### config.mk
export PLATFORM = sky130hd
export DESIGN_NAME = mw_eeprom_master
export DESIGN_NICKNAME = d
export VERILOG_FILES = /design/src/rtl/mw_pkg.sv /design/src/rtl/mw_tick_gen.sv /design/src/rtl/mw_bit_shifter.sv /design/src/rtl/mw_seq.sv /design/src/rtl/mw_eeprom_master.sv
export SDC_FILE = /design/constraint.sdc
export NUM_CORES = 1
export LEC_CHECK = 0
export BUFFER_PORTS_ARGS = -buffer_cell sky130_fd_sc_hd__buf_2
export CORE_MARGIN = 3
export CORE_UTILIZATION = 54
export DETAILED_ROUTE_END_ITERATION = 8
export GPL_TIMING_DRIVEN = 0
export PLACE_DENSITY = 0.76
export REMOVE_ABC_BUFFERS = 1
export SYNTH_ARGS = -nofsm -noshare
export SYNTH_HDL_FRONTEND = slang
export SYNTH_HIERARCHICAL = 1
export SYNTH_SLANG_ARGS = --single-unit
### constraint.sdc
create_clock -name clk_i -period 2.5 [get_ports clk_i]
set_input_delay 0.5 -clock clk_i [delete_from_list [all_inputs] [get_ports clk_i]]
set_output_delay 0.5 -clock clk_i [all_outputs]
set_load 0.02 [all_outputs]
### src/rtl/mw_pkg.sv
package mw_pkg;
  localparam int unsigned OP_W    = 3;
  localparam int unsigned AW_MIN  = 6;
  localparam int unsigned AW_MAX  = 8;
  localparam int unsigned DATA_W  = 16;
  localparam int unsigned FRAME_W = OP_W + AW_MAX + DATA_W;
  localparam int unsigned CNT_W   = $clog2(FRAME_W + 1);

  typedef enum logic [2:0] {
    OP_LOCKCTL = 3'b100,
    OP_WRITE   = 3'b101,
    OP_READ    = 3'b110
  } mw_op_e;

  typedef enum logic [1:0] {
    PH_IDLE,
    PH_SET,
    PH_HIGH,
    PH_LOW
  } mw_ph_e;

  typedef enum logic [3:0] {
    S_IDLE,
    S_START,
    S_UNLOCK,
    S_GAP_A,
    S_WRITE,
    S_GAP_B,
    S_POLL,
    S_GAP_C,
    S_LOCK,
    S_GAP_D,
    S_READ,
    S_DONE
  } mw_state_e;

  function automatic logic [CNT_W-1:0] mw_addr_bits(input logic aw8);
    return aw8 ? CNT_W'(AW_MAX) : CNT_W'(AW_MIN);
  endfunction

  // left-aligned frame: opcode, address field, data
  function automatic logic [FRAME_W-1:0] mw_frame(input mw_op_e op,
                                                  input logic [AW_MAX-1:0] field,
                                                  input logic aw8,
                                                  input logic [DATA_W-1:0] data);
    if (aw8) return {op, field, data};
    return {op, field[AW_MIN-1:0], data, {(AW_MAX-AW_MIN){1'b0}}};
  endfunction
endpackage

### src/rtl/mw_tick_gen.sv
module mw_tick_gen #(
  parameter int unsigned CLK_DIV = 4
) (
  input  logic clk_i,
  input  logic rst_ni,
  input  logic clr_i,
  output logic tick_o
);
  localparam int unsigned CW = (CLK_DIV > 1) ? $clog2(CLK_DIV) : 1;

  logic [CW-1:0] cnt_q;

  assign tick_o = (cnt_q == CW'(CLK_DIV - 1));

  always_ff @(posedge clk_i or negedge rst_ni) begin
    if (!rst_ni)             cnt_q <= '0;
    else if (clr_i || tick_o) cnt_q <= '0;
    else                     cnt_q <= cnt_q + 1'b1;
  end
endmodule

### src/rtl/mw_bit_shifter.sv
module mw_bit_shifter
  import mw_pkg::*;
(
  input  logic               clk_i,
  input  logic               rst_ni,
  input  logic               tick_i,
  input  logic               ld_i,
  input  logic [FRAME_W-1:0] frame_i,
  input  logic [CNT_W-1:0]   ntx_i,
  input  logic [CNT_W-1:0]   nrx_i,
  input  logic               do_i,
  output logic               di_o,
  output logic               sk_o,
  output logic               done_o,
  output logic [DATA_W-1:0]  rdata_o
);
  mw_ph_e             ph_q;
  logic [FRAME_W-1:0] sr_q;
  logic [CNT_W-1:0]   tx_q, rx_q;
  logic               done_q;
  logic [DATA_W-1:0]  rd_q;

  assign di_o    = (ph_q != PH_IDLE) && (tx_q != '0) && sr_q[FRAME_W-1];
  assign sk_o    = (ph_q == PH_HIGH);
  assign done_o  = done_q;
  assign rdata_o = rd_q;

  always_ff @(posedge clk_i or negedge rst_ni) begin
    if (!rst_ni) begin
      ph_q   <= PH_IDLE;
      sr_q   <= '0;
      tx_q   <= '0;
      rx_q   <= '0;
      done_q <= 1'b0;
      rd_q   <= '0;
    end else if (ld_i) begin
      ph_q   <= PH_SET;
      sr_q   <= frame_i;
      tx_q   <= ntx_i;
      rx_q   <= nrx_i;
      done_q <= 1'b0;
    end else begin
      done_q <= 1'b0;
      if (tick_i) begin
        unique case (ph_q)
          PH_SET:  ph_q <= PH_HIGH;
          PH_HIGH: begin
            ph_q <= PH_LOW;
            if (tx_q == '0) rd_q <= {rd_q[DATA_W-2:0], do_i};
          end
          PH_LOW: begin
            if (tx_q != '0) begin
              sr_q <= sr_q << 1;
              tx_q <= tx_q - 1'b1;
              if (tx_q == CNT_W'(1) && rx_q == '0) begin
                ph_q   <= PH_IDLE;
                done_q <= 1'b1;
              end else begin
                ph_q <= PH_SET;
              end
            end else begin
              rx_q <= rx_q - 1'b1;
              if (rx_q == CNT_W'(1)) begin
                ph_q   <= PH_IDLE;
                done_q <= 1'b1;
              end else begin
                ph_q <= PH_SET;
              end
            end
          end
          default: ph_q <= PH_IDLE;
        endcase
      end
    end
  end
endmodule

### src/rtl/mw_seq.sv
module mw_seq
  import mw_pkg::*;
#(
  parameter int unsigned POLL_MAX = 1000,
  parameter int unsigned POLL_GAP = 50
) (
  input  logic               clk_i,
  input  logic               rst_ni,
  input  logic               req_i,
  input  logic               we_i,
  input  logic [AW_MAX-1:0]  addr_i,
  input  logic               aw8_i,
  input  logic [DATA_W-1:0]  wdata_i,
  input  logic               tick_i,
  input  logic               sh_done_i,
  input  logic               do_i,
  output logic               ack_o,
  output logic               timeout_o,
  output logic               cs_o,
  output logic               clr_o,
  output logic               ld_o,
  output logic [FRAME_W-1:0] frame_o,
  output logic [CNT_W-1:0]   ntx_o,
  output logic [CNT_W-1:0]   nrx_o
);
  localparam int unsigned SW = (POLL_MAX > 1) ? $clog2(POLL_MAX) : 1;
  localparam int unsigned WW = (POLL_GAP > 1) ? $clog2(POLL_GAP) : 1;

  mw_state_e          state_q, state_d;
  logic               we_q, aw8_q, to_q;
  logic [AW_MAX-1:0]  addr_q;
  logic [DATA_W-1:0]  wdata_q;
  logic [SW-1:0]      scnt_q;
  logic [WW-1:0]      wcnt_q;
  logic [CNT_W-1:0]   abits;
  logic [AW_MAX-1:0]  unlock_field;
  logic               poll_smp, poll_last;

  assign abits        = mw_addr_bits(aw8_q);
  assign unlock_field = AW_MAX'(2'b11) << (abits - CNT_W'(2));
  assign poll_smp     = (state_q == S_POLL) && tick_i && (wcnt_q == '0);
  assign poll_last    = (scnt_q == SW'(POLL_MAX - 1));

  always_comb begin
    state_d = state_q;
    ld_o    = 1'b0;
    frame_o = '0;
    ntx_o   = '0;
    nrx_o   = '0;
    unique case (state_q)
      S_IDLE:  if (req_i) state_d = S_START;
      S_START: begin
        ld_o  = 1'b1;
        ntx_o = CNT_W'(OP_W) + abits;
        if (we_q) begin
          state_d = S_UNLOCK;
          frame_o = mw_frame(OP_LOCKCTL, unlock_field, aw8_q, '0);
        end else begin
          state_d = S_READ;
          frame_o = mw_frame(OP_READ, addr_q, aw8_q, '0);
          nrx_o   = CNT_W'(DATA_W);
        end
      end
      S_UNLOCK: if (sh_done_i) state_d = S_GAP_A;
      S_GAP_A: if (tick_i) begin
        state_d = S_WRITE;
        ld_o    = 1'b1;
        frame_o = mw_frame(OP_WRITE, addr_q, aw8_q, wdata_q);
        ntx_o   = CNT_W'(OP_W + DATA_W) + abits;
      end
      S_WRITE: if (sh_done_i) state_d = S_GAP_B;
      S_GAP_B: if (tick_i) state_d = S_POLL;
      S_POLL:  if (poll_smp && (do_i || poll_last)) state_d = S_GAP_C;
      S_GAP_C: if (tick_i) begin
        state_d = S_LOCK;
        ld_o    = 1'b1;
        frame_o = mw_frame(OP_LOCKCTL, '0, aw8_q, '0);
        ntx_o   = CNT_W'(OP_W) + abits;
      end
      S_LOCK:  if (sh_done_i) state_d = S_GAP_D;
      S_READ:  if (sh_done_i) state_d = S_GAP_D;
      S_GAP_D: if (tick_i) state_d = S_DONE;
      S_DONE:  state_d = S_IDLE;
      default: state_d = S_IDLE;
    endcase
  end

  assign clr_o     = (state_d != state_q);
  assign ack_o     = (state_q == S_DONE);
  assign timeout_o = to_q;
  assign cs_o      = (state_q == S_UNLOCK) || (state_q == S_WRITE) ||
                     (state_q == S_POLL)   || (state_q == S_LOCK)  ||
                     (state_q == S_READ);

  always_ff @(posedge clk_i or negedge rst_ni) begin
    if (!rst_ni) begin
      state_q <= S_IDLE;
      we_q    <= 1'b0;
      aw8_q   <= 1'b0;
      addr_q  <= '0;
      wdata_q <= '0;
      to_q    <= 1'b0;
      scnt_q  <= '0;
      wcnt_q  <= '0;
    end else begin
      state_q <= state_d;
      if (state_q == S_IDLE && req_i) begin
        we_q    <= we_i;
        aw8_q   <= aw8_i;
        addr_q  <= addr_i;
        wdata_q <= wdata_i;
        to_q    <= 1'b0;
      end
      if (state_q == S_GAP_B && tick_i) begin
        scnt_q <= '0;
        wcnt_q <= '0;
      end else if (state_q == S_POLL && tick_i) begin
        if (wcnt_q != '0) begin
          wcnt_q <= wcnt_q - 1'b1;
        end else if (!do_i) begin
          if (poll_last) begin
            to_q <= 1'b1;
          end else begin
            scnt_q <= scnt_q + 1'b1;
            wcnt_q <= WW'(POLL_GAP - 1);
          end
        end
      end
    end
  end
endmodule

### src/rtl/mw_eeprom_master.sv
module mw_eeprom_master
  import mw_pkg::*;
#(
  parameter int unsigned CLK_DIV  = 4,
  parameter int unsigned POLL_MAX = 1000,
  parameter int unsigned POLL_GAP = 50
) (
  input  logic        clk_i,
  input  logic        rst_ni,
  input  logic        req_i,
  input  logic        we_i,
  input  logic [7:0]  addr_i,
  input  logic        addr_w8_i,
  input  logic [15:0] wdata_i,
  output logic        ack_o,
  output logic [15:0] rdata_o,
  output logic        timeout_o,
  output logic        ee_cs_o,
  output logic        ee_sk_o,
  output logic        ee_di_o,
  input  logic        ee_do_i
);
  logic               tick, clr, ld, sh_done, cs, sk, di;
  logic [FRAME_W-1:0] frame;
  logic [CNT_W-1:0]   ntx, nrx;

  mw_tick_gen #(.CLK_DIV(CLK_DIV)) u_tick (
    .clk_i (clk_i),
    .rst_ni(rst_ni),
    .clr_i (clr),
    .tick_o(tick)
  );

  mw_seq #(.POLL_MAX(POLL_MAX), .POLL_GAP(POLL_GAP)) u_seq (
    .clk_i    (clk_i),
    .rst_ni   (rst_ni),
    .req_i    (req_i),
    .we_i     (we_i),
    .addr_i   (addr_i),
    .aw8_i    (addr_w8_i),
    .wdata_i  (wdata_i),
    .tick_i   (tick),
    .sh_done_i(sh_done),
    .do_i     (ee_do_i),
    .ack_o    (ack_o),
    .timeout_o(timeout_o),
    .cs_o     (cs),
    .clr_o    (clr),
    .ld_o     (ld),
    .frame_o  (frame),
    .ntx_o    (ntx),
    .nrx_o    (nrx)
  );

  mw_bit_shifter u_shift (
    .clk_i  (clk_i),
    .rst_ni (rst_ni),
    .tick_i (tick),
    .ld_i   (ld),
    .frame_i(frame),
    .ntx_i  (ntx),
    .nrx_i  (nrx),
    .do_i   (ee_do_i),
    .di_o   (di),
    .sk_o   (sk),
    .done_o (sh_done),
    .rdata_o(rdata_o)
  );

  assign ee_cs_o = cs;
  assign ee_sk_o = sk & cs;
  assign ee_di_o = di & cs;
endmodule

==> results.yml <==
timing:
  finalSetupTns_ps: 0
  fmax_mhz: 428
  finalSetupViolations: 0
  worstMarginPinSlew_ps: 1240
  fin_ws_ps: 162
  drv_slew: 0
  min_period_ps: 2340
  fin_skew_ps: 9.37
  hold_viol: 0
  max_slew_margin_pct: 17.6
  period_share_pct: 93.5
  rsz0062_at_grt: "no"
routing:
  num_vias: 4274
  drc: 0
  via_per_inst: 6.03
  totalWireLength_mm: 11.8
  drt_iter0_drc: 297
  dr.pass1.iters: 5
  wl_per_cell_microns: 16.7
  ant_nets: 0
grt:
  grt_pass1_vias: 4235
  grt_usage_pct: 21.5
  grt-ovfl-total: 0
  antenna_found_initial: 0
  grt_max_degree: 72
  grt_pass1_wl_mm: 20.5
synthesis:
  synth_compound_area_share_pct: 12.2
  yosys-top-cells-area: "dfrtp_1, mux2_2, a221o_1"
  synthAdderAreaFrac_pct: 2.58
  synthesis.instances: 534
  synth_ff_type: "dfrtp_1"
  synth.area.mux_share_pct: 12.5
  synth-simple-area-share_pct: 20.6
  ys_warn_count: 6
  synth_cell_type_count: 62
  synth.top_cell.area_share_pct: 46.0
  synthesis.area_sq_mm: 0.00571
  synthArstFlopShare_pct: 100
  synth_xor_area_share_pct: 1.07
  post-synth-top-area-cell: "dfrtp_1"
  synth_seq_cells: 105
  synth_top_family_by_area: "simple AND/OR/NAND/NOR gates"
  synth-seq-area-share_pct: 46.0
  synth_edf_count: 0
  postSynthAreaPerCell_sq_um: 10.7
critical_path:
  rrSetupSlack_ps: 170
  worstRegToRegCells: 6
  cp.arrival_ps: 1840
  crit_type: "flop to primary output"
  r2r-end: "u_shift/sr_q[16]"
  r2r_start: "u_seq/state_q[1]"
  critPathRequiredTime_ps: 2000
  critPathCaptureType: "primary output"
  cp-start-kind: "flop"
  crit_path_max_fanout: 14
cts:
  htreeDepth: 3
  cts_buffer_depth: 2
  holdBufCountCts: 0
  clk-insertion-delay-late_ps: 370
  root_buffer: "clkbuf_8"
  cts_sinks: 105
  cts.clk_slew.worst_paths_ps: 100
  cts_made_buffers: 9
  cts_tree: "built"
floorplan:
  core_sq_mm: 0.0100
  die_area_sq_mm: 0.0118
  fp-row-count: 36
  io_pins: 51
  start_util_pct: 56.9
  die_w_microns: 109
  chipHeight_microns: 109
job:
  drv_cap: 0
placement:
  portBuffers: 50
  place_hpwl_mm: 7.47
  placed_area_sq_mm: 0.00603
  gp_congestion: 0.815
  pre_cts_ws_ps: -545
finish:
  diodes: 0
  finish.utilization_pct: 63.2
  area_delta_synth_final_pct: 11.1
  final_cell_area_sq_mm: 0.00634
  fin_nets: 612
  drive_above_1_share_pct: 25.2
power_and_ir_drop:
  power_mw: 2.78
  power_leakage_nw: 2.83
  ir_drop_v: 0.000336
  powerDensity_mw_per_mm2: 437
hold_path:
  hold_class: "primary input to async pin"
outcome:
  status: "completed"
-- per-layer routing --
metal  vias to the layer above  global-route usage, %  routed length [microns]
li1                       2023                      -                        -
met3                        17                   3.91                      604
met5                         -                      0                        0
met4                         0                   8.21                      252
met2                       130                   34.6                     5630
met1                      2104                   29.2                     5330
-- logic make-up (layout without fill, tap and decap cells) --
| family | count (synthesis) | in the layout |
|---|---|---|
| multiplexers | 66 | 66 |
| flip-flops | 105 | 105 |
| XOR/XNOR | 7 | 7 |
| buffers and inverters | 60 | 97 |
| AO/OA/AOI/OAI | 88 | 88 |
| AND/OR/NAND/NOR | 195 | 196 |
| other | 1 | 5 |
| adder cells (fa/ha/maj) | 12 | 12 |
-- worst max-delay path, stage by stage (launching register included) --
cell and delay [ps]:
dfrtp_1 660, nor3_4 130, a211oi_1 350, and2_1 180, buf_2 160
-- power breakdown --
part / leakage (nW) / internal [mW] / switching (mW)
combinational: 1.33 / 0.0291 / 0.0503
sequential: 1.41 / 1.70 / 0.00729
clock: 0.0887 / 0.402 / 0.584
total: 2.83 / 2.13 / 0.642
-- per-stage QoR --
step                hold WS [ps]  instances
floorplan                    204        492
global placement             442        675
detailed placement           450        684
CTS                         82.0        707
global route                83.6        709
finish                      75.3        709
-- placed cells by master, fill, tap and decap left out, types with 4 or more instances in the layout --
| cell type | synthesis | layout |
|---|---|---|
| a21oi_1 | 12 | 12 |
| a221o_1 | 27 | 27 |
| a31oi_1 | 5 | 5 |
| and2_1 | 6 | 6 |
| buf_2 | 9 | 49 |
| buf_4 | 10 | 10 |
| buf_6 | 2 | 6 |
| clkbuf_8 | 0 | 10 |
| conb_1 | 1 | 5 |
| dfrtp_1 | 105 | 102 |
| ha_1 | 11 | 10 |
| inv_1 | 14 | 14 |
| mux2_2 | 43 | 43 |
| mux2i_1 | 23 | 23 |
| nand2_1 | 22 | 22 |
| nand2b_1 | 4 | 4 |
| nand3_1 | 8 | 7 |
| nand3b_1 | 4 | 5 |
| nand4_1 | 6 | 6 |
| nor2_1 | 41 | 41 |
| nor2b_1 | 26 | 26 |
| nor3_1 | 8 | 6 |
| nor3b_1 | 31 | 30 |
| nor4_1 | 5 | 5 |
| o21ai_0 | 12 | 12 |
| o22ai_1 | 5 | 5 |
| o31ai_1 | 4 | 4 |
| or3_1 | 9 | 8 |
| or4_1 | 6 | 6 |
| xnor2_1 | 4 | 4 |
-- cell usage after synthesis (all sizes together) (5+ instances only) --
master	instances
nand2	24
clkbuf	24
a221o	27
mux2	43
nor2b	26
nand4	6
a31oi	5
nand3	8
or4	6
o21ai	12
nor3b	32
nor4	5
nor3	11
mux2i	23
and2	6
ha	11
inv	14
or3	9
buf	22
o22ai	5
dfrtp	105
a21oi	12
nor2	41
-- worst max-delay path by stage --
stage / from / end / slack [ps] / cells past startpoint
2_1_floorplan: u_tick/cnt_q[0] / u_shift/tx_q[3] / -4160 / 6
3_3_place_gp: u_tick/cnt_q[0] / u_shift/tx_q[3] / -6570 / 6
3_5_place_dp: u_seq/state_q[3] / u_seq/wdata_q[0] / -550 / 3
4_1_cts: u_shift/tx_q[1] / ee_di_o / 20 / 6
5_1_grt: u_seq/state_q[1] / ee_sk_o / 1 / 4
6_report: u_seq/state_q[1] / ee_di_o / 160 / 4
-- what timing repair did --
item	in CTS	in global routing
buffers inserted	6	2
setup endpoints to repair	92	5
resized for setup	8	3
pin swaps	2	1
cloned	1	0
-- sequential cells by signal (all words and copies together) (netlist names) --
| signal | cells |
|---|---|
| u_shift/rx_q | 5 |
| u_seq/we_q | 1 |
| u_seq/state_q | 4 |
| u_shift/done_o | 1 |
| u_seq/scnt_q | 10 |
| u_seq/wdata_q | 16 |
| u_seq/addr_q | 8 |
| u_shift/sr_q | 27 |
| u_shift/tx_q | 5 |
| u_seq/timeout_o | 1 |
| u_shift/ph_q | 2 |
| u_seq/wcnt_q | 6 |
| u_shift/rdata_o | 16 |
| u_seq/aw8_q | 1 |
| u_tick/cnt_q | 2 |
-- layout make-up --
| cell class | count | area, sq um |
|---|---|---|
| tap | 133 | 166 |
| inverter | 14 | 52.6 |
| fill | 813 | 3700 |
| multi-input combinational | 374 | 2880 |
| timing repair buffer | 67 | 435 |
| clock buffer | 12 | 145 |
| sequential | 105 | 2630 |
| clock inverter | 4 | 36.3 |
Power figures use the tool's default switching activity.
